File: src/rtl/nand_copy_pkg.sv
package nand_copy_pkg;

  localparam logic [7:0] CMD_PAGE_READ = 8'h00;

  typedef enum logic [3:0] {
    S_IDLE,
    S_CMD_LO,
    S_CMD_SET,
    S_ADR_LO,
    S_ADR_HI,
    S_ADR_SET,
    S_POLL,
    S_RD_LO,
    S_RD_HI,
    S_NEXT,
    S_DONE
  } cp_state_e;

endpackage

File: src/rtl/nand_copy_timer.sv
// Shared countdown used for both settle intervals and read strobe width.
module nand_copy_timer #(
  parameter int CW = 5
) (
  input  logic          clk,
  input  logic          rst,
  input  logic          load,
  input  logic [CW-1:0] load_val,
  output logic          zero
);

  logic [CW-1:0] cnt;

  always_ff @(posedge clk) begin
    if (rst)             cnt <= '0;
    else if (load)       cnt <= load_val;
    else if (cnt != '0)  cnt <= cnt - 1'b1;
  end

  assign zero = (cnt == '0);

endmodule

File: src/rtl/nand_copy_cursor.sv
// Tracks flash word offset, remaining length and RAM destination.
module nand_copy_cursor #(
  parameter int BUS_W      = 16,
  parameter int PAGE_BYTES = 512,
  parameter int RAM_AW     = 16,
  parameter int SRC_W      = 32,
  parameter int LEN_W      = 24
) (
  input  logic              clk,
  input  logic              rst,
  input  logic              load,
  input  logic [SRC_W-1:0]  src_ofs,
  input  logic [RAM_AW-1:0] dst_addr,
  input  logic [LEN_W-1:0]  length,
  input  logic              page_adv,
  input  logic              beat_adv,
  output logic [7:0]        row_lo,
  output logic [7:0]        row_hi,
  output logic [RAM_AW-1:0] dest,
  output logic              last_page
);

  localparam int PAGE_BEATS = PAGE_BYTES / (BUS_W / 8);

  logic [SRC_W-1:0] woff, woff_init;
  logic [LEN_W:0]   rem, rem_after;

  generate
    if (BUS_W == 16) begin : g_wide
      assign woff_init = src_ofs >> 1;
    end else begin : g_narrow
      assign woff_init = src_ofs;
    end
  endgenerate

  assign rem_after = rem - (LEN_W+1)'(PAGE_BYTES);
  assign last_page = rem_after[LEN_W];

  always_ff @(posedge clk) begin
    if (rst) begin
      woff <= '0;
      rem  <= '0;
      dest <= '0;
    end else if (load) begin
      woff <= woff_init;
      rem  <= {1'b0, length};
      dest <= dst_addr;
    end else begin
      if (page_adv) begin
        woff <= woff + SRC_W'(PAGE_BEATS);
        rem  <= rem_after;
      end
      if (beat_adv) dest <= dest + 1'b1;
    end
  end

  assign row_lo = woff[15:8];
  assign row_hi = woff[23:16];

  logic unused_woff;
  assign unused_woff = ^{woff[SRC_W-1:24], woff[7:0]};

endmodule

File: src/rtl/nand_page_copier.sv
module nand_page_copier
  import nand_copy_pkg::*;
#(
  parameter int BUS_W      = 16,
  parameter int PAGE_BYTES = 512,
  parameter int SETTLE_CYC = 20,
  parameter int STROBE_LOW = 2,
  parameter int RAM_AW     = 16,
  parameter int SRC_W      = 32,
  parameter int LEN_W      = 24
) (
  input  logic              clk,
  input  logic              rst,
  input  logic              start,
  input  logic [RAM_AW-1:0] dst_addr,
  input  logic [SRC_W-1:0]  src_ofs,
  input  logic [LEN_W-1:0]  length,
  output logic              done,
  output logic              nf_ce_n,
  output logic              nf_cle,
  output logic              nf_ale,
  output logic              nf_we_n,
  output logic              nf_re_n,
  output logic [BUS_W-1:0]  nf_dq_out,
  output logic              nf_dq_oe,
  input  logic [BUS_W-1:0]  nf_dq_in,
  input  logic              nf_rb,
  output logic              ram_we,
  output logic [RAM_AW-1:0] ram_addr,
  output logic [BUS_W-1:0]  ram_wdata
);

  localparam int PAGE_BEATS = PAGE_BYTES / (BUS_W / 8);
  localparam int BW         = $clog2(PAGE_BEATS);
  localparam int TMAX       = (SETTLE_CYC > STROBE_LOW) ? SETTLE_CYC : STROBE_LOW;
  localparam int TW         = $clog2(TMAX + 1);

  cp_state_e         st;
  logic [1:0]        adr_idx;
  logic [BW-1:0]     beat;
  logic              last_beat;
  logic              set_load, stb_load, tmr_zero;
  logic [TW-1:0]     tmr_val;
  logic              cur_load, page_adv, beat_adv, last_page;
  logic [7:0]        row_lo, row_hi;
  logic [RAM_AW-1:0] cur_dest;

  assign last_beat = (beat == BW'(PAGE_BEATS - 1));
  assign set_load  = (st == S_CMD_LO) || (st == S_ADR_HI && adr_idx == 2'd2);
  assign stb_load  = (st == S_POLL && nf_rb) || (st == S_RD_HI && !last_beat);
  assign tmr_val   = set_load ? TW'(SETTLE_CYC) : TW'(STROBE_LOW - 1);
  assign cur_load  = (st == S_IDLE) && start;
  assign page_adv  = (st == S_NEXT);
  assign beat_adv  = (st == S_RD_LO) && tmr_zero;

  nand_copy_timer #(.CW(TW)) u_timer (
    .clk      (clk),
    .rst      (rst),
    .load     (set_load | stb_load),
    .load_val (tmr_val),
    .zero     (tmr_zero)
  );

  nand_copy_cursor #(
    .BUS_W(BUS_W), .PAGE_BYTES(PAGE_BYTES), .RAM_AW(RAM_AW),
    .SRC_W(SRC_W), .LEN_W(LEN_W)
  ) u_cursor (
    .clk       (clk),
    .rst       (rst),
    .load      (cur_load),
    .src_ofs   (src_ofs),
    .dst_addr  (dst_addr),
    .length    (length),
    .page_adv  (page_adv),
    .beat_adv  (beat_adv),
    .row_lo    (row_lo),
    .row_hi    (row_hi),
    .dest      (cur_dest),
    .last_page (last_page)
  );

  always_ff @(posedge clk) begin
    if (rst) begin
      st        <= S_IDLE;
      nf_ce_n   <= 1'b1;
      nf_cle    <= 1'b0;
      nf_ale    <= 1'b0;
      nf_we_n   <= 1'b1;
      nf_re_n   <= 1'b1;
      nf_dq_out <= '0;
      nf_dq_oe  <= 1'b0;
      ram_we    <= 1'b0;
      ram_addr  <= '0;
      ram_wdata <= '0;
      done      <= 1'b0;
      adr_idx   <= '0;
      beat      <= '0;
    end else begin
      unique case (st)
        S_IDLE: if (start) begin
          nf_ce_n   <= 1'b0;
          nf_cle    <= 1'b1;
          nf_we_n   <= 1'b0;
          nf_dq_oe  <= 1'b1;
          nf_dq_out <= BUS_W'(CMD_PAGE_READ);
          st        <= S_CMD_LO;
        end
        S_CMD_LO: begin
          nf_we_n <= 1'b1;
          st      <= S_CMD_SET;
        end
        S_CMD_SET: if (tmr_zero) begin
          nf_cle    <= 1'b0;
          nf_ale    <= 1'b1;
          nf_we_n   <= 1'b0;
          nf_dq_out <= '0;
          adr_idx   <= '0;
          st        <= S_ADR_LO;
        end
        S_ADR_LO: begin
          nf_we_n <= 1'b1;
          st      <= S_ADR_HI;
        end
        S_ADR_HI: begin
          if (adr_idx == 2'd2) begin
            st <= S_ADR_SET;
          end else begin
            nf_we_n   <= 1'b0;
            nf_dq_out <= BUS_W'((adr_idx == 2'd0) ? row_lo : row_hi);
            adr_idx   <= adr_idx + 1'b1;
            st        <= S_ADR_LO;
          end
        end
        S_ADR_SET: if (tmr_zero) begin
          nf_ale   <= 1'b0;
          nf_dq_oe <= 1'b0;
          st       <= S_POLL;
        end
        S_POLL: if (nf_rb) begin
          nf_re_n <= 1'b0;
          beat    <= '0;
          st      <= S_RD_LO;
        end
        S_RD_LO: if (tmr_zero) begin
          nf_re_n   <= 1'b1;
          ram_we    <= 1'b1;
          ram_wdata <= nf_dq_in;
          ram_addr  <= cur_dest;
          st        <= S_RD_HI;
        end
        S_RD_HI: begin
          ram_we <= 1'b0;
          if (last_beat) begin
            st <= S_NEXT;
          end else begin
            beat    <= beat + 1'b1;
            nf_re_n <= 1'b0;
            st      <= S_RD_LO;
          end
        end
        S_NEXT: begin
          if (last_page) begin
            nf_ce_n <= 1'b1;
            done    <= 1'b1;
            st      <= S_DONE;
          end else begin
            nf_cle    <= 1'b1;
            nf_we_n   <= 1'b0;
            nf_dq_oe  <= 1'b1;
            nf_dq_out <= BUS_W'(CMD_PAGE_READ);
            st        <= S_CMD_LO;
          end
        end
        S_DONE: begin
          done <= 1'b0;
          st   <= S_IDLE;
        end
        default: st <= S_IDLE;
      endcase
    end
  end

  // the two latch enables are exclusive
  p_latch_excl_r3: assert property (@(posedge clk) disable iff (rst)
    !(nf_cle && nf_ale));

  // a command strobe carries the read command with the chip selected
  p_cmd_byte_r2: assert property (@(posedge clk) disable iff (rst)
    (nf_cle && !nf_we_n) |-> (nf_dq_out == '0 && !nf_ce_n && nf_dq_oe));

  // no read strobe follows a busy sample
  p_ready_gate_r5: assert property (@(posedge clk) disable iff (rst)
    (st == S_POLL && !nf_rb) |=> nf_re_n);

  // write and read strobes never overlap
  p_one_strobe_r6: assert property (@(posedge clk) disable iff (rst)
    !(!nf_we_n && !nf_re_n));

  // RAM writes only happen in the data phase
  p_ram_quiet_r6: assert property (@(posedge clk) disable iff (rst)
    ram_we |-> (nf_re_n && !nf_cle && !nf_ale && !nf_ce_n));

  // done is a single cycle with the flash released
  p_done_pulse_r10: assert property (@(posedge clk) disable iff (rst)
    done |=> !done);
  p_done_release_r10: assert property (@(posedge clk) disable iff (rst)
    done |-> (nf_ce_n && !nf_cle && !nf_ale));

  // a start during a copy does not return the engine to idle
  p_start_ignored_r11: assert property (@(posedge clk) disable iff (rst)
    (st != S_IDLE && st != S_DONE && st != S_NEXT && start) |=> st != S_IDLE);

endmodule

File: config.mk
export PLATFORM = sky130hd
export DESIGN_NAME = nand_page_copier
export DESIGN_NICKNAME = d
export VERILOG_FILES = /design/src/rtl/nand_copy_pkg.sv /design/src/rtl/nand_copy_timer.sv /design/src/rtl/nand_copy_cursor.sv /design/src/rtl/nand_page_copier.sv
export SDC_FILE = /design/constraint.sdc
export NUM_CORES = 1
export LEC_CHECK = 0
export ABC_CLOCK_PERIOD_IN_PS = 2630
export CORE_ASPECT_RATIO = 0.7
export CORE_MARGIN = 4
export CORE_UTILIZATION = 40
export CTS_CLUSTER_SIZE = 10
export DETAILED_ROUTE_END_ITERATION = 6
export PLACE_DENSITY = 0.66
export SYNTH_ARGS = -nofsm -noshare
export SYNTH_HDL_FRONTEND = slang
export SYNTH_SLANG_ARGS = --single-unit
File: constraint.sdc
create_clock -name clk -period 2.63 [get_ports clk]
set_input_delay 0.3945 -clock clk [delete_from_list [all_inputs] [get_ports clk]]
set_output_delay 0.3945 -clock clk [all_outputs]
set_load 0.005 [all_outputs]
==> results_dict.tcl <==
set metrics [dict create \
    status "complete, no violations" \
    detailroute.via_count 5335 \
    wl_um 15400 \
    critPathCaptureType "flop" \
    yosysSeqAreaShare_pct 41.8 \
    rsz0062_at_grt "false" \
    numPortBuffers 114 \
    grt_pass1_vias 5201 \
    ctsHoldBuffers 0 \
    fp.dieH_um 106 \
    cts_buffers 17 \
    critPathLaunch "u_cursor.rem[11]$_SDFFE_PP0P_" \
    rows 35 \
    comb_power_share_pct 28.2 \
    synth_largest_area_cell "dfxtp_1" \
    drt_iter0_drc 307 \
    dr.pass1.iters 5 \
    hold_slack_ns 0.404 \
    synth-compound-area-share_pct 19.0 \
    worst_clock_skew_ns 0.00913 \
    antenna-diode-count 0 \
    place_ws_ns 0.191 \
    irDropWorstVdd_mv 0.451 \
    post_cts_resized 0 \
    slew_viol_final 0 \
    power.density_nw_per_um2 869 \
    synthAdderAreaFrac_pct 1.82 \
    synth.avg_cell_area_um2 8.03 \
    yosys.area_share.simple_pct 25.2 \
    muxShareOfSynthArea_pct 1.64 \
    cp.arrival_ns 2.76 \
    synth_warnings 0 \
    fmax_mhz 405 \
    initial_core_util_pct 41.4 \
    clkPwrFrac_pct 35.1 \
    clockBufferDepth 2 \
    ys_async_sr_fraction_pct 0 \
    synth_top_area_share_pct 41.8 \
    intPower_mw 4.29 \
    synth.distinct_cells 56 \
    wl_per_cell_um 15.4 \
    cts_root_buf "clkbuf_16" \
    hp-start "rst" \
    finalWorstSetupSlack_ns 0.163 \
    netlist_area_um2 5510 \
    core-area_um2 13300 \
    relSlewSlack_pct 54.4 \
    cp-start-kind "flop" \
    setup_violations 0 \
    numClockSinks 115 \
    synth_top_family_by_area "simple AND/OR/NAND/NOR gates" \
    grt-ovfl-total 0 \
    nets 901 \
    drc 0 \
    clock_latency_ns 0.41 \
    dp_hpwl_um 11000 \
    crit_path_max_fanout 8 \
    drive_gt1_share_pct 8.35 \
    synth_xor_area_share_pct 5.57 \
    setup_tns_ns 0 \
    worst_pin_slew_ns 0.678 \
    areaGrowthSynthToFinish_pct 35.9 \
    fill_cells 1212 \
    dpl_cell_area_um2 6900 \
    synth_edf_count 0 \
    gp_congestion 0.848 \
    cap_violations 0 \
    seqPwrFrac_pct 36.7 \
    leakage_nw 2.65 \
    fin_crit_ns 2.47 \
    synthCells 686 \
    finalCritPeriodShare_pct 93.8 \
    r2r_start "u_cursor.rem[11]$_SDFFE_PP0P_" \
    worstSetupPathType "flop to flop" \
    dieArea_um2 15700 \
    post_cts_buffers 0 \
    antenna_found_initial 0 \
    antenna_left 0 \
    viasPerCell 5.34 \
    synth_ff_type "dfxtp_1" \
    clk_pin_slew_ns 0.06 \
    total_power_mw 6.51 \
    final_cell_area_um2 7480 \
    swShare_pct 34.1 \
    pin_count 148 \
    final_hold_viol_count 0 \
    synthTopCellsByArea "dfxtp_1, nand2_1, nor2_1" \
    fp.dieW_um 148 \
    switchingPower_mw 2.22 \
    min_path_type "primary input to flop" \
    grtUsageTotal_pct 19.6 \
    htreeDepth 4 \
    cts_tree "built" \
    ys_seq_elements 115 \
    grt_pass1_wl_um 25500 \
    grt_max_degree 40 \
    cp_data_required_time_ns 2.93 \
]
## worst max-delay path, cell delays in order (launching register included)
cell and delay, ns:
dfxtp_1 0.34, or3_1 0.43, or4_1 0.59, o211ai_1 0.49
a31oi_4 0.23, a22o_1 0.28
## cells in the mapped netlist, types with 15 or more instances
master and instances:
dfxtp_1 115, nand2_1 95, nor2_1 83, a21oi_1 57
clkbuf_1 38, a211oi_1 32, nand3_1 29, nor3_1 23
o21ai_0 18, xor2_1 18, xnor2_1 17, or3_1 15
## cells by family (layout without fill, tap and decap cells)
group | Yosys count | after routing
AND/OR/NAND/NOR | 294 | 294
AO/OA/AOI/OAI | 160 | 160
flip-flops | 115 | 115
buffers and inverters | 64 | 185
XOR/XNOR | 35 | 35
multiplexers | 9 | 9
adder cells (fa/ha/maj) | 8 | 8
other | 1 | 8
## area by class of cell
type                    instances  area (um^2)  area share (%)
flip-flops and latches        115         2300            30.8
repair buffers                139         1340            17.9
clock buffers                  17          425            5.68
multi-input cells             514         2980            39.8
inverters                      14         52.6           0.702
clock inverters                15          159            2.12
well taps                     185          231            3.09
## cell usage in the layout, fill, tap and decap left out, drive strengths merged, types with 18 or more instances in the layout
cell and n:
a21oi 57, xor2 18, buf 26, dfxtp 115, clkdlybuf4s50 113, nor2 83, o21ai 18, nand2 95
nand3 29, a211oi 32, nor3 24
## flip-flops by register name, indices dropped and copies added (netlist names)
register,flops
adr_idx,2
beat,8
done,1
nf_ale,1
nf_ce_n,1
nf_cle,1
nf_dq_oe,1
nf_dq_out,8
nf_re_n,1
nf_we_n,1
ram_addr,16
ram_wdata,16
ram_we,1
st,4
u_cursor.dest,16
u_cursor.rem,16
u_cursor.woff,16
u_timer.cnt,5
## worst paths after layout
| check | to | slack [ns] | cells past startpoint |
|---|---|---|---|
| hold reg to reg | ram_wdata[1]$_SDFFE_PP0P_ | 0.45 | 2 |
| setup / recovery | nf_dq_out[5]$_SDFFE_PP0P_ | 0.16 | 5 |
| setup reg to reg | nf_dq_out[5]$_SDFFE_PP0P_ | 0.16 | 5 |
| hold / removal | ram_wdata[11]$_SDFFE_PP0P_ | 0.40 | 2 |
## stage by stage
stage	utilization [%]	instances
after global routing	56.2	999
after floorplan	-	693
after global placement	51.8	967
final	56.2	999
after detailed placement	51.8	967
after CTS	56.2	999
## power by group through the flow
stage | sequential [mW] | combinational, mW | clock (mW)
2_1_floorplan | 2.29 | 1.30 | 0
3_3_place_gp | 2.39 | 1.78 | 0
3_5_place_dp | 2.41 | 1.81 | 0
4_1_cts | 2.38 | 1.83 | 2.32
5_1_grt | 2.44 | 2.04 | 2.39
6_report | 2.39 | 1.84 | 2.28
## routing by layer
layer / share of wire [%] / routed length (um) / track usage (%)
met2: 44 / 6810 / 29.7
met1: 49 / 7500 / 27.7
met5: 0 / 0 / 0
met4: 1.1 / 174 / 5.54
met3: 5.8 / 891 / 4.60
(Power assumes the default switching activity.)
